<file path="config.mk">
export PLATFORM = sky130hd
export DESIGN_NAME = mmf_frame_ctrl
export DESIGN_NICKNAME = d
export VERILOG_FILES = /design/src/rtl/mmf_pkg.sv /design/src/rtl/mmf_seq_track.sv /design/src/rtl/mmf_wr_counter.sv /design/src/rtl/mmf_frame_fsm.sv /design/src/rtl/mmf_frame_ctrl.sv
export SDC_FILE = /design/constraint.sdc
export NUM_CORES = 1
export LEC_CHECK = 0
export BUFFER_PORTS_ARGS = -buffer_cell sky130_fd_sc_hd__buf_2
export CORE_MARGIN = 2
export CORE_UTILIZATION = 57
export DETAILED_ROUTE_END_ITERATION = 7
export PLACE_DENSITY_LB_ADDON = 0.2
export SLEW_MARGIN = 20
export SYNTH_ARGS = -nofsm -noshare
export SYNTH_HDL_FRONTEND = slang
export SYNTH_SLANG_ARGS = --single-unit
</file>
<file path="constraint.sdc">
create_clock -name clk -period 3.4 [get_ports clk]
set_input_delay 0.34 -clock clk [delete_from_list [all_inputs] [get_ports clk]]
set_output_delay 0.34 -clock clk [all_outputs]
set_load 0.05 [all_outputs]
</file>
<file path="src/rtl/mmf_pkg.sv">
package mmf_pkg;

    typedef enum logic [1:0] {
        KIND_CMD   = 2'd0,
        KIND_ADDR  = 2'd1,
        KIND_DUMMY = 2'd2,
        KIND_DATA  = 2'd3
    } mmf_kind_e;

    typedef enum logic [2:0] {
        ST_IDLE,
        ST_CMD,
        ST_ADDR,
        ST_DUMMY,
        ST_DATA,
        ST_HOLD,
        ST_CLOSE
    } mmf_state_e;

endpackage

</file>
<file path="src/rtl/mmf_seq_track.sv">
module mmf_seq_track #(
    parameter int AW = 16
) (
    input  logic          clk,
    input  logic          rst_n,
    input  logic          frame_open,
    input  logic          data_fire,
    input  logic [AW-1:0] bus_addr,
    input  logic          bus_write,
    output logic          seq_hit,
    output logic          frame_wr,
    output logic [AW-1:0] frame_addr
);

    logic [AW-1:0] next_addr;

    // Base address and direction are captured when a frame opens; the
    // expected next address advances by one byte per accepted data byte.
    always_ff @(posedge clk or negedge rst_n) begin
        if (!rst_n) begin
            frame_addr <= '0;
            frame_wr   <= 1'b0;
            next_addr  <= '0;
        end else if (frame_open) begin
            frame_addr <= bus_addr;
            frame_wr   <= bus_write;
            next_addr  <= bus_addr;
        end else if (data_fire) begin
            next_addr  <= next_addr + AW'(1);
        end
    end

    assign seq_hit = (bus_addr == next_addr) && (bus_write == frame_wr);

endmodule

</file>
<file path="src/rtl/mmf_wr_counter.sv">
module mmf_wr_counter #(
    parameter int CW = 8
) (
    input  logic          clk,
    input  logic          rst_n,
    input  logic          wbuf_mode,
    input  logic          frame_open,
    input  logic          byte_fire,
    input  logic [CW-1:0] thresh,
    output logic          hit
);

    logic          wbuf_q;
    logic [CW-1:0] cnt;
    logic [CW-1:0] cnt_inc;

    assign cnt_inc = cnt + CW'(1);

    always_ff @(posedge clk or negedge rst_n) begin
        if (!rst_n) begin
            wbuf_q <= 1'b0;
            cnt    <= '0;
            hit    <= 1'b0;
        end else begin
            wbuf_q <= wbuf_mode;
            hit    <= 1'b0;
            if (wbuf_mode && !wbuf_q) begin
                cnt <= '0;
            end else if (frame_open && !wbuf_mode) begin
                cnt <= '0;
            end else if (byte_fire) begin
                cnt <= cnt_inc;
                hit <= (cnt_inc == thresh);
            end
        end
    end

endmodule

</file>
<file path="src/rtl/mmf_frame_fsm.sv">
module mmf_frame_fsm
    import mmf_pkg::*;
#(
    parameter int AW      = 16,
    parameter int DUMMY_W = 3
) (
    input  logic               clk,
    input  logic               rst_n,
    input  logic               bus_valid,
    input  logic               close_req,
    input  logic               seq_hit,
    input  logic               frame_wr,
    input  logic [AW-1:0]      frame_addr,
    input  logic [7:0]         cfg_rd_opcode,
    input  logic [7:0]         cfg_wr_opcode,
    input  logic [DUMMY_W-1:0] cfg_dummy,
    input  logic [7:0]         bus_wdata,
    input  logic               sh_ready,
    input  logic [7:0]         sh_rdata,
    input  logic               phy_rd_busy,
    input  logic               phy_idle,
    output logic               frame_open,
    output logic               data_fire,
    output logic               sh_valid,
    output mmf_kind_e          sh_kind,
    output logic [7:0]         sh_data,
    output logic               bus_ready,
    output logic [7:0]         bus_rdata,
    output logic               frame_active,
    output logic               wr_last_hit
);

    localparam int ABW   = AW / 8;
    localparam int ABW_W = (ABW > 1) ? $clog2(ABW) : 1;
    localparam int IDX_W = ((DUMMY_W > ABW_W) ? DUMMY_W : ABW_W) + 1;

    mmf_state_e     state;
    mmf_state_e     state_nx;
    logic [IDX_W-1:0] idx;
    logic           sh_fire;
    logic           addr_last;
    logic           dummy_last;
    logic           link_quiet;
    logic [AW-1:0]  addr_sh;

    assign sh_fire    = sh_valid && sh_ready;
    assign addr_last  = (idx == IDX_W'(ABW - 1));
    assign dummy_last = (idx == (IDX_W'(cfg_dummy) - IDX_W'(1)));
    assign link_quiet = !phy_rd_busy && phy_idle;
    assign addr_sh    = frame_addr >> ((ABW - 1 - int'(idx)) * 8);

    always_comb begin
        state_nx = state;
        unique case (state)
            ST_IDLE:  if (bus_valid) state_nx = ST_CMD;
            ST_CMD:   if (sh_fire) state_nx = ST_ADDR;
            ST_ADDR:  if (sh_fire && addr_last)
                          state_nx = (!frame_wr && cfg_dummy != '0) ? ST_DUMMY : ST_DATA;
            ST_DUMMY: if (sh_fire && dummy_last) state_nx = ST_DATA;
            ST_DATA:  if (sh_fire) state_nx = ST_HOLD;
            ST_HOLD: begin
                if (close_req)      state_nx = ST_CLOSE;
                else if (bus_valid) state_nx = seq_hit ? ST_DATA : ST_CLOSE;
            end
            ST_CLOSE: if (link_quiet) state_nx = ST_IDLE;
            default:  state_nx = ST_IDLE;
        endcase
    end

    // State register with its byte index and the frame-end pulse.
    always_ff @(posedge clk or negedge rst_n) begin
        if (!rst_n) begin
            state       <= ST_IDLE;
            idx         <= '0;
            wr_last_hit <= 1'b0;
        end else begin
            state       <= state_nx;
            wr_last_hit <= (state == ST_CLOSE) && link_quiet && frame_wr;
            if (state_nx != state) idx <= '0;
            else if (sh_fire)      idx <= idx + IDX_W'(1);
        end
    end

    always_comb begin
        sh_valid     = 1'b0;
        sh_kind      = KIND_CMD;
        sh_data      = '0;
        bus_ready    = 1'b0;
        bus_rdata    = '0;
        frame_open   = 1'b0;
        data_fire    = 1'b0;
        frame_active = (state != ST_IDLE);
        unique case (state)
            ST_IDLE: frame_open = bus_valid;
            ST_CMD: begin
                sh_valid = 1'b1;
                sh_data  = frame_wr ? cfg_wr_opcode : cfg_rd_opcode;
            end
            ST_ADDR: begin
                sh_valid = 1'b1;
                sh_kind  = KIND_ADDR;
                sh_data  = addr_sh[7:0];
            end
            ST_DUMMY: begin
                sh_valid = 1'b1;
                sh_kind  = KIND_DUMMY;
            end
            ST_DATA: begin
                sh_valid  = bus_valid;
                sh_kind   = KIND_DATA;
                sh_data   = frame_wr ? bus_wdata : 8'h00;
                bus_ready = bus_valid && sh_ready;
                bus_rdata = frame_wr ? 8'h00 : sh_rdata;
                data_fire = bus_valid && sh_ready;
            end
            ST_HOLD:  ;
            ST_CLOSE: ;
            default:  ;
        endcase
    end

endmodule

</file>
<file path="src/rtl/mmf_frame_ctrl.sv">
module mmf_frame_ctrl
    import mmf_pkg::*;
#(
    parameter int AW      = 16,
    parameter int CW      = 8,
    parameter int DUMMY_W = 3
) (
    input  logic               clk,
    input  logic               rst_n,
    input  logic [7:0]         cfg_rd_opcode,
    input  logic [7:0]         cfg_wr_opcode,
    input  logic [DUMMY_W-1:0] cfg_dummy,
    input  logic [CW-1:0]      cfg_wr_thresh,
    input  logic [1:0]         cfg_proto,
    input  logic               cfg_wbuf_en,
    input  logic               bus_valid,
    input  logic               bus_write,
    input  logic [AW-1:0]      bus_addr,
    input  logic [7:0]         bus_wdata,
    output logic               bus_ready,
    output logic [7:0]         bus_rdata,
    input  logic               close_req,
    output logic               sh_valid,
    output logic [1:0]         sh_kind,
    output logic [7:0]         sh_data,
    input  logic               sh_ready,
    input  logic [7:0]         sh_rdata,
    input  logic               phy_rd_busy,
    input  logic               phy_idle,
    output logic               frame_active,
    output logic               wr_thresh_hit,
    output logic               wr_last_hit
);

    logic          frame_open;
    logic          data_fire;
    logic          seq_hit;
    logic          frame_wr;
    logic [AW-1:0] frame_addr;
    logic          wbuf_mode;
    mmf_kind_e     kind;

    assign wbuf_mode = (cfg_proto == 2'd3) && cfg_wbuf_en;
    assign sh_kind   = kind;

    mmf_seq_track #(.AW(AW)) i_track (
        .clk        (clk),
        .rst_n      (rst_n),
        .frame_open (frame_open),
        .data_fire  (data_fire),
        .bus_addr   (bus_addr),
        .bus_write  (bus_write),
        .seq_hit    (seq_hit),
        .frame_wr   (frame_wr),
        .frame_addr (frame_addr)
    );

    mmf_frame_fsm #(.AW(AW), .DUMMY_W(DUMMY_W)) i_fsm (
        .clk           (clk),
        .rst_n         (rst_n),
        .bus_valid     (bus_valid),
        .close_req     (close_req),
        .seq_hit       (seq_hit),
        .frame_wr      (frame_wr),
        .frame_addr    (frame_addr),
        .cfg_rd_opcode (cfg_rd_opcode),
        .cfg_wr_opcode (cfg_wr_opcode),
        .cfg_dummy     (cfg_dummy),
        .bus_wdata     (bus_wdata),
        .sh_ready      (sh_ready),
        .sh_rdata      (sh_rdata),
        .phy_rd_busy   (phy_rd_busy),
        .phy_idle      (phy_idle),
        .frame_open    (frame_open),
        .data_fire     (data_fire),
        .sh_valid      (sh_valid),
        .sh_kind       (kind),
        .sh_data       (sh_data),
        .bus_ready     (bus_ready),
        .bus_rdata     (bus_rdata),
        .frame_active  (frame_active),
        .wr_last_hit   (wr_last_hit)
    );

    mmf_wr_counter #(.CW(CW)) i_cnt (
        .clk        (clk),
        .rst_n      (rst_n),
        .wbuf_mode  (wbuf_mode),
        .frame_open (frame_open),
        .byte_fire  (data_fire && frame_wr),
        .thresh     (cfg_wr_thresh),
        .hit        (wr_thresh_hit)
    );

endmodule

</file>
==> results_dict.tcl, run 1 <==
set metrics [dict create \
    status "finished clean" \
    areaGrowthSynthToFinish_pct 17.2 \
    gp_congestion 0.883 \
    synth_most_common_cell "nand2_1" \
    crit_path_end_kind "output pin" \
    antennaDiodeCount 0 \
    grt_pass1_vias 3064 \
    slew_headroom_pct 50.9 \
    ys_ff_latch 51 \
    wl_per_cell_um 16.4 \
    cp_slowest_cell "dfrtp_1" \
    yosysTopAreaCell "dfrtp_1" \
    synth_top_area_share_pct 37.2 \
    min_period_ns 3.01 \
    grt_setup_unrepaired "false" \
    skew_ns 0.00856 \
    sw_frac_of_total_pct 51.4 \
    cts_buffer_depth 2 \
    ys.flop_type "dfrtp_1" \
    vias 3291 \
    crit_path_max_fanout 16 \
    async_reset_ff_share_pct 100 \
    fill_cells 506 \
    cts_root_buffer "clkbuf_8" \
    clockPowerShare_pct 12.2 \
    postSynthAreaPerCell_um2 8.47 \
    p_leak_nw 1.92 \
    synth_warnings 0 \
    firstDrtPassIters 5 \
    drive_gt1_share_pct 24.3 \
    antenna_found_initial 0 \
    clkSlewWorstSetupHoldPaths_ns 0.10 \
    internal_power_mw 1.51 \
    p_total_mw 3.11 \
    cts_inserted_buffers 5 \
    hold_ws_ns 0.0811 \
    max_cap_violations 0 \
    die_h_um 81.6 \
    io_buffers 92 \
    io_pins 93 \
    ys_top_cells_by_count "75 x nand2_1, 51 x dfrtp_1, 27 x o21ai_0" \
    synth_edf_count 0 \
    fmax_mhz 333 \
    drv_slew 0 \
    die-width_um 81.6 \
    worstMarginPinSlew_ns 0.737 \
    grt_util_met3_pct 3.96 \
    grt_pass1_wl_um 14600 \
    pre_cts_ws_ns 0.752 \
    ir_drop_v 0.000465 \
    yosysSeqAreaShare_pct 37.2 \
    hpwl_um 6940 \
    p_comb_share_pct 52.2 \
    finalNetCount 566 \
    htreeDepth 2 \
    layout_setup_ws_ns 0.395 \
    rows 28 \
    cp_cell_sequence "nand2b_1, nor2_2, a221oi_1, or2_1, o21ai_0, buf_2" \
    postCtsSetupBuffers 0 \
    syn_inst 405 \
    crit_arrival_ns 2.67 \
    clkLatencyLatePin_ns 0.31 \
    finalCritPeriodShare_pct 88.4 \
    grt_max_degree 33 \
    synth_area_um2 3430 \
    hold_viol 0 \
    grt-ovfl-total 0 \
    setup_tns_ns 0 \
    initial_utilization_pct 58.6 \
    yosys-top-cells-area "dfrtp_1 37%, nand2_1 8.2%, xor2_1 5.9%, xnor2_1 4.6%, o21ai_0 3.9%" \
    antenna_left 0 \
    crit_path_max_incr_delay_ns 0.69 \
    cp.required_ns 3.06 \
    holdBufCountCts 0 \
    grtUsageMet1_pct 39.6 \
    pwr-share-seq_pct 35.6 \
    top_usage_layer "met2" \
    syn-num-nets 483 \
    setup_viol_count_final 0 \
    wirelength_um 9220 \
    grt.total_usage_pct 28.9 \
    path_class "reg2out" \
    cp_top_family "simple AND/OR/NAND/NOR gates" \
    vias_per_cell 5.84 \
    drt_iter0_markers 224 \
    drc 0 \
    utilization_pct 68.7 \
    cts.repair.resized 0 \
    cts_tree "done" \
    fin_area_um2 4020 \
    p_sw_mw 1.60 \
    hp-class "in2async" \
    start_kind "flip-flop" \
    fp.dieArea_um2 6650 \
    placed_area_um2 3920 \
    dpl.cell_count 556 \
    power_density_nw_per_um2 774 \
    synth_cell_types 53 \
    grtUsageMet2_pct 48.2 \
    cts_num_sinks 51 \
    path_buf_inv 1 \
    core-area_um2 5850 \
    fin_cells 564 \
]
==> area by class of cell <==
| type | instances | area (um^2) | area share (%) |
|---|---|---|---|
| multi-input combinational | 326 | 2040 | 50.7 |
| sequential | 51 | 1280 | 31.7 |
| timing repair buffer | 94 | 475 | 11.8 |
| tap | 75 | 93.8 | 2.33 |
| clock buffer | 6 | 82.6 | 2.05 |
| inverter | 10 | 37.5 | 0.934 |
| clock inverter | 2 | 16.3 | 0.405 |
==> sequential cells by signal (all words and copies together), names as in the netlist <==
| name | cells |
|---|---|
| i_cnt.hit | 1 |
| i_track.next_addr | 16 |
| i_fsm.state | 3 |
| i_cnt.wbuf_q | 1 |
| i_cnt.cnt | 8 |
| i_track.frame_addr | 16 |
| i_track.frame_wr | 1 |
| i_fsm.idx | 4 |
| i_fsm.wr_last_hit | 1 |
==> placed cells by master, fill, tap and decap left out, types with 3 or more instances in the layout <==
cell      count
a21oi_1      19
a221oi_1      8
and2_1        3
and3_1       11
buf_2        92
clkbuf_8      6
dfrtp_1      51
ha_1          8
inv_1         9
mux2i_1       9
nand2_1      75
nand3_1      20
nand4_1       6
nor2_1       24
nor2b_1       3
nor3_1        4
nor4_1        5
o211ai_1     10
o21ai_0      27
o311ai_0      5
or2_1         3
or2_2         6
or3_1         4
xnor2_1      18
xor2_1       23
==> power groups by stage <==
stage	Sequential (mW)	Clock (mW)	Combinational, mW
final	1.11	0.381	1.62
after global routing	1.14	0.411	1.78
after CTS	1.10	0.390	1.62
after detailed placement	1.11	0	1.62
after global placement	1.10	0	1.58
after floorplan	0.957	0	1.36
==> final timing paths <==
| check | startpoint | endpoint | slack [ns] | cells past startpoint |
|---|---|---|---|---|
| setup / recovery | i_fsm.state[2]$_DFF_PN0_ | sh_data[5] | 0.39 | 6 |
| hold / removal | rst_n | i_cnt.cnt[6]$_DFFE_PN0P_ | 0.08 | 1 |
| max in group asynchronous | rst_n | i_cnt.wbuf_q$_DFF_PN0_ | 2.57 | 2 |
| setup reg to reg | i_fsm.state[2]$_DFF_PN0_ | i_cnt.hit$_DFF_PN0_ | 1.02 | 5 |
| hold reg to reg | i_track.frame_addr[12]$_DFFE_PN0P_ | i_track.frame_addr[12]$_DFFE_PN0P_ | 0.48 | 2 |
| min in group clk | bus_addr[9] | i_track.frame_addr[9]$_DFFE_PN0P_ | 0.27 | 3 |
==> per-layer routing <==
metal / share of wire [%] / vias to the layer above
li1: - / 1598
met1: 44 / 1560
met2: 48 / 123
met3: 6.6 / 10
met4: 1.5 / 0
met5: 0 / -
==> cell families (layout without fill, tap and decap cells) <==
group | Yosys count | after routing | synth area share (%)
AND/OR/NAND/NOR | 182 | 182 | 26.6
AO/OA/AOI/OAI | 84 | 84 | 15.8
flip-flops | 51 | 51 | 37.2
XOR/XNOR | 41 | 41 | 10.5
buffers and inverters | 28 | 112 | 3.36
multiplexers | 11 | 11 | 3.68
adder cells (fa/ha/maj) | 8 | 8 | 2.92
No activity file was read; power rests on OpenSTA's default activity.
==> inputs of run 2 (changes only) <==
MAX_ROUTING_LAYER = met4   (was not set)
==> results_dict.tcl, run 2 (synthesis gave the netlist of run 1 again) <==
set metrics [dict create \
    path_class "reg2out" \
    cts_tree "done" \
    die-width_um 81.6 \
    p_total_mw 3.12 \
    fin_area_um2 4040 \
    largest_registers "i_track.frame_addr x16, i_track.next_addr x16, i_cnt.cnt x8" \
    cts_buffer_depth 2 \
    drive_gt1_share_pct 24.4 \
    fp.dieArea_um2 6650 \
    skew_ns 0.00712 \
    firstDrtPassIters 5 \
    hpwl_um 7040 \
    htreeDepth 2 \
    grt_setup_unrepaired "false" \
    slew_headroom_pct 50.5 \
    clkSlewWorstSetupHoldPaths_ns 0.11 \
    antenna_found_initial 0 \
    vias 3344 \
    grt_pass1_vias 3197 \
    postCtsSetupBuffers 0 \
    io_pins 93 \
    die_h_um 81.6 \
    drt_iter0_markers 325 \
    wl_per_cell_um 16.5 \
    areaGrowthSynthToFinish_pct 17.7 \
    setup_viol_count_final 0 \
    cp.required_ns 3.06 \
    hp-class "in2reg" \
    cts_root_buffer "clkbuf_8" \
    status "finished clean" \
    holdBufCountCts 1 \
    rows 28 \
    gp_congestion 0.867 \
    hold_viol 0 \
    crit_path_max_fanout 16 \
    grt.total_usage_pct 30.7 \
    p_leak_nw 1.93 \
    cts_inserted_buffers 5 \
    finalNetCount 568 \
    finalCritPeriodShare_pct 88.3 \
    crit_arrival_ns 2.66 \
    crit_path_end_kind "output pin" \
    grt_max_degree 32 \
    core-area_um2 5850 \
    worstMarginPinSlew_ns 0.737 \
    final_common_cell "buf_2" \
    layout_common_cells "92 x buf_2, 75 x nand2_1, 51 x dfrtp_1" \
    cts.repair.resized 0 \
    min_period_ns 3.00 \
    antenna_left 0 \
    fmax_mhz 333 \
    clkLatencyLatePin_ns 0.32 \
    setup_tns_ns 0 \
    ir_drop_v 0.000419 \
    initial_utilization_pct 58.6 \
    vias_per_cell 5.91 \
    max_cap_violations 0 \
    placed_area_um2 3930 \
    grt_pass1_wl_um 15200 \
    grt-ovfl-total 0 \
    power_density_nw_per_um2 774 \
    drc 0 \
    io_buffers 92 \
    wirelength_um 9350 \
    start_kind "flip-flop" \
    antennaDiodeCount 0 \
    cts_num_sinks 51 \
    drv_slew 0 \
]
==> run 2: cell count changes in the layout (fill, tap and decap cells not counted), sizes merged <==
cell / previous run / this run
buf: 94 / 95
dlygate4sd3: 0 / 1
clkinv: 2 / 1
inv: 9 / 11
clkbuf: 6 / 5
==> run 2: per-layer routing <==
metal / vias to the layer above / global-route usage, % / routed length (um)
li1: 1607 / - / -
met1: 1567 / 40.1 / 3940
met4: 0 / 7.63 / 120
met3: 12 / 4.29 / 785
met5: - / - / 0
met2: 158 / 50.5 / 4510
==> run 2: stage by stage <==
stage | cells | setup slack [ns] | utilization, % | hold slack [ns]
final | 566 | 0.396 | 69.0 | 0.253
after global placement | 557 | 0.844 | 67.2 | 0.335
after floorplan | 405 | 0.597 | - | 0.0444
after global routing | 566 | 0.223 | 69.0 | 0.270
after detailed placement | 557 | 0.794 | 67.2 | 0.343
after CTS | 566 | 0.437 | 69.0 | 0.255
==> run 2: critical path: stages (launching register included) <==
cell      delay (ns)
dfrtp_1         0.71
nand2b_1        0.26
nor2_2          0.52
a221oi_1        0.17
or2_2           0.34
o21ai_0         0.07
buf_2           0.29
==> run 2: report_power, final <==
part / switching (mW) / internal, mW / leakage, nW / total (mW)
logic: 1.08 / 0.544 / 1.22 / 1.62
registers: 0.303 / 0.803 / 0.666 / 1.11
clock network: 0.238 / 0.153 / 0.0467 / 0.391
==> run 2: worst paths after layout <==
path | from | slack (ns) | cells past startpoint | end
worst min-delay path | bus_addr[9] | 0.25 | 3 | i_track.frame_addr[9]$_DFFE_PN0P_
max in group asynchronous | rst_n | 2.08 | 3 | i_track.next_addr[7]$_DFFE_PN0P_
worst max-delay path | i_fsm.state[2]$_DFF_PN0_ | 0.40 | 6 | sh_data[7]
worst min register to register | i_track.frame_addr[8]$_DFFE_PN0P_ | 0.48 | 2 | i_track.frame_addr[8]$_DFFE_PN0P_
min in group asynchronous | rst_n | 0.52 | 2 | i_fsm.wr_last_hit$_DFF_PN0_
worst max register to register | i_fsm.state[2]$_DFF_PN0_ | 0.98 | 5 | i_cnt.hit$_DFF_PN0_
==> run 2: area by class of cell <==
class	count	area (um^2)
multi-input combinational	326	2040
fill	501	1820
sequential	51	1280
timing repair buffer	96	493
tap	75	93.8
clock buffer	5	68.8
inverter	10	37.5
clock inverter	3	27.5
==> inputs of run 3 (changes only) <==
==> constraint.sdc (replaced) <==
create_clock -name clk -period 3.4 [get_ports clk]
set_input_delay 0.34 -clock clk [delete_from_list [all_inputs] [get_ports clk]]
set_output_delay 0.34 -clock clk [all_outputs]
set_load 0.01 [all_outputs]
==> results_dict.tcl, run 3 (synthesis gave the netlist of run 1 again) <==
set metrics [dict create \
    cts_buffer_depth 2 \
    core-area_um2 5850 \
    final_common_cell "buf_2" \
    largest_registers "i_track.frame_addr x16, i_track.next_addr x16, i_cnt.cnt x8" \
    antenna_found_initial 0 \
    cts_tree "done" \
    skew_ns 0.00706 \
    grt_pass1_vias 3205 \
    die_h_um 81.6 \
    cp_slowest_cell "dfrtp_1" \
    slew_headroom_pct 49.7 \
    finalNetCount 567 \
    setup_tns_ns 0 \
    io_buffers 92 \
    rows 28 \
    setup_viol_count_final 0 \
    clkSlewWorstSetupHoldPaths_ns 0.10 \
    max_cap_violations 0 \
    initial_utilization_pct 58.6 \
    cp_cell_sequence "nand2b_1, nor2_2, a221oi_1, or2_2, o21ai_0, buf_2" \
    r2r-start "i_fsm.state[0]$_DFF_PN0_" \
    worst_r2r_path_depth 5 \
    wirelength_um 9240 \
    drt_iter0_markers 193 \
    grt_setup_unrepaired "false" \
    status "finished clean" \
    die-width_um 81.6 \
    cp_top_family "simple AND/OR/NAND/NOR gates" \
    p_leak_nw 1.92 \
    antenna_left 0 \
    clkLatencyLatePin_ns 0.31 \
    layout_common_cells "92 x buf_2, 75 x nand2_1, 51 x dfrtp_1" \
    cp-startpoint "i_fsm.state[2]$_DFF_PN0_" \
    path_class "reg2out" \
    grt.total_usage_pct 30.7 \
    crit_arrival_ns 2.53 \
    start_kind "flip-flop" \
    path_buf_inv 1 \
    gp_congestion 0.892 \
    cts_inserted_buffers 5 \
    postCtsSetupBuffers 0 \
    hpwl_um 7090 \
    hp-class "in2reg" \
    cp.required_ns 3.06 \
    cts_num_sinks 51 \
    power_density_nw_per_um2 674 \
    areaGrowthSynthToFinish_pct 17.4 \
    drv_slew 0 \
    drive_gt1_share_pct 24.3 \
    grt_max_degree 31 \
    grt_pass1_wl_um 15200 \
    vias_per_cell 5.92 \
    hold_viol 0 \
    vias 3342 \
    antennaDiodeCount 0 \
    io_pins 93 \
    min_period_ns 2.87 \
    fmax_mhz 348 \
    firstDrtPassIters 5 \
    wl_per_cell_um 16.3 \
    fp.dieArea_um2 6650 \
    crit_cells 6 \
    drc 0 \
    utilization_pct 68.8 \
    crit_path_max_fanout 16 \
    p_total_mw 2.71 \
    endpoint "sh_data[7]" \
    grt-ovfl-total 0 \
    cts_root_buffer "clkbuf_8" \
    worstMarginPinSlew_ns 0.749 \
    r2r_setup_slack_ns 0.97 \
    reg2reg_to "i_track.next_addr[8]$_DFFE_PN0P_" \
    crit_path_max_incr_delay_ns 0.69 \
    htreeDepth 2 \
    finalCritPeriodShare_pct 84.5 \
    crit_path_end_kind "output pin" \
    ir_drop_v 0.000331 \
]
==> run 3: changes by cell type in the layout (fill, tap and decap cells not counted) <==
| cell | before | now |
|---|---|---|
| inv_6 | 1 | 0 |
| clkinv_4 | 0 | 1 |
| buf_4 | 3 | 2 |
==> run 3: worst register-to-register path: stages, from the launching register on <==
cell and delay, ns:
dfrtp_1 0.63, nor3b_4 0.46, nand3_2 0.41, clkinv_1 0.37, nand2_1 0.11, o311ai_0 0.32
==> run 3: final cells by class <==
| type | count | area [um^2] |
|---|---|---|
| Sequential cell | 51 | 1280 |
| Clock buffer | 5 | 68.8 |
| Timing Repair Buffer | 95 | 485 |
| Multi-Input combinational cell | 326 | 2040 |
| Fill cell | 506 | 1820 |
| Inverter | 10 | 37.5 |
| Tap cell | 75 | 93.8 |
| Clock inverter | 3 | 27.5 |
==> run 3: per-layer routing <==
metal	track usage (%)	vias to the layer above	wire length, um
li1	-	1604	-
met4	6.61	0	85
met1	40.1	1606	4010
met3	4.29	8	556
met5	-	-	0
met2	51.2	124	4590
==> run 3: worst min path at each step <==
stage | from | endpoint | slack [ns] | depth (start not counted)
3_3_place_gp | rst_n | i_fsm.idx[3]$_DFFE_PN0P_ | 0.34 | 1
2_1_floorplan | rst_n | i_cnt.cnt[0]$_DFFE_PN0P_ | 0.04 | 0
3_5_place_dp | rst_n | i_fsm.idx[3]$_DFFE_PN0P_ | 0.34 | 1
5_1_grt | bus_addr[14] | i_track.frame_addr[14]$_DFFE_PN0P_ | 0.27 | 3
6_report | bus_write | i_track.frame_wr$_DFFE_PN0P_ | 0.26 | 3
4_1_cts | bus_addr[9] | i_track.frame_addr[9]$_DFFE_PN0P_ | 0.26 | 3
==> run 3: per-stage QoR <==
stage               setup slack, ns  instance area, um^2  hold slack, ns  std cells
detailed placement            0.906                 3920           0.338        556
global route                  0.323                 4030           0.274        565
global placement              0.968                 3920           0.340        556
floorplan                      1.41                 3430          0.0444        405
finish                        0.526                 4030           0.261        565
CTS                           0.539                 4030           0.260        565
==> run 3: power breakdown <==
part / switching [mW] / leakage, nW / total, mW / internal, mW
Combinational: 0.686 / 1.21 / 1.23 / 0.540
Sequential: 0.305 / 0.666 / 1.11 / 0.803
Clock: 0.228 / 0.0463 / 0.379 / 0.152
==> run 3: what timing repair did <==
action | 4_1_cts | 5_1_grt
resized for setup | 0 | 0
hold buffers | 1 | 0
hold endpoints to repair | 21 | 0
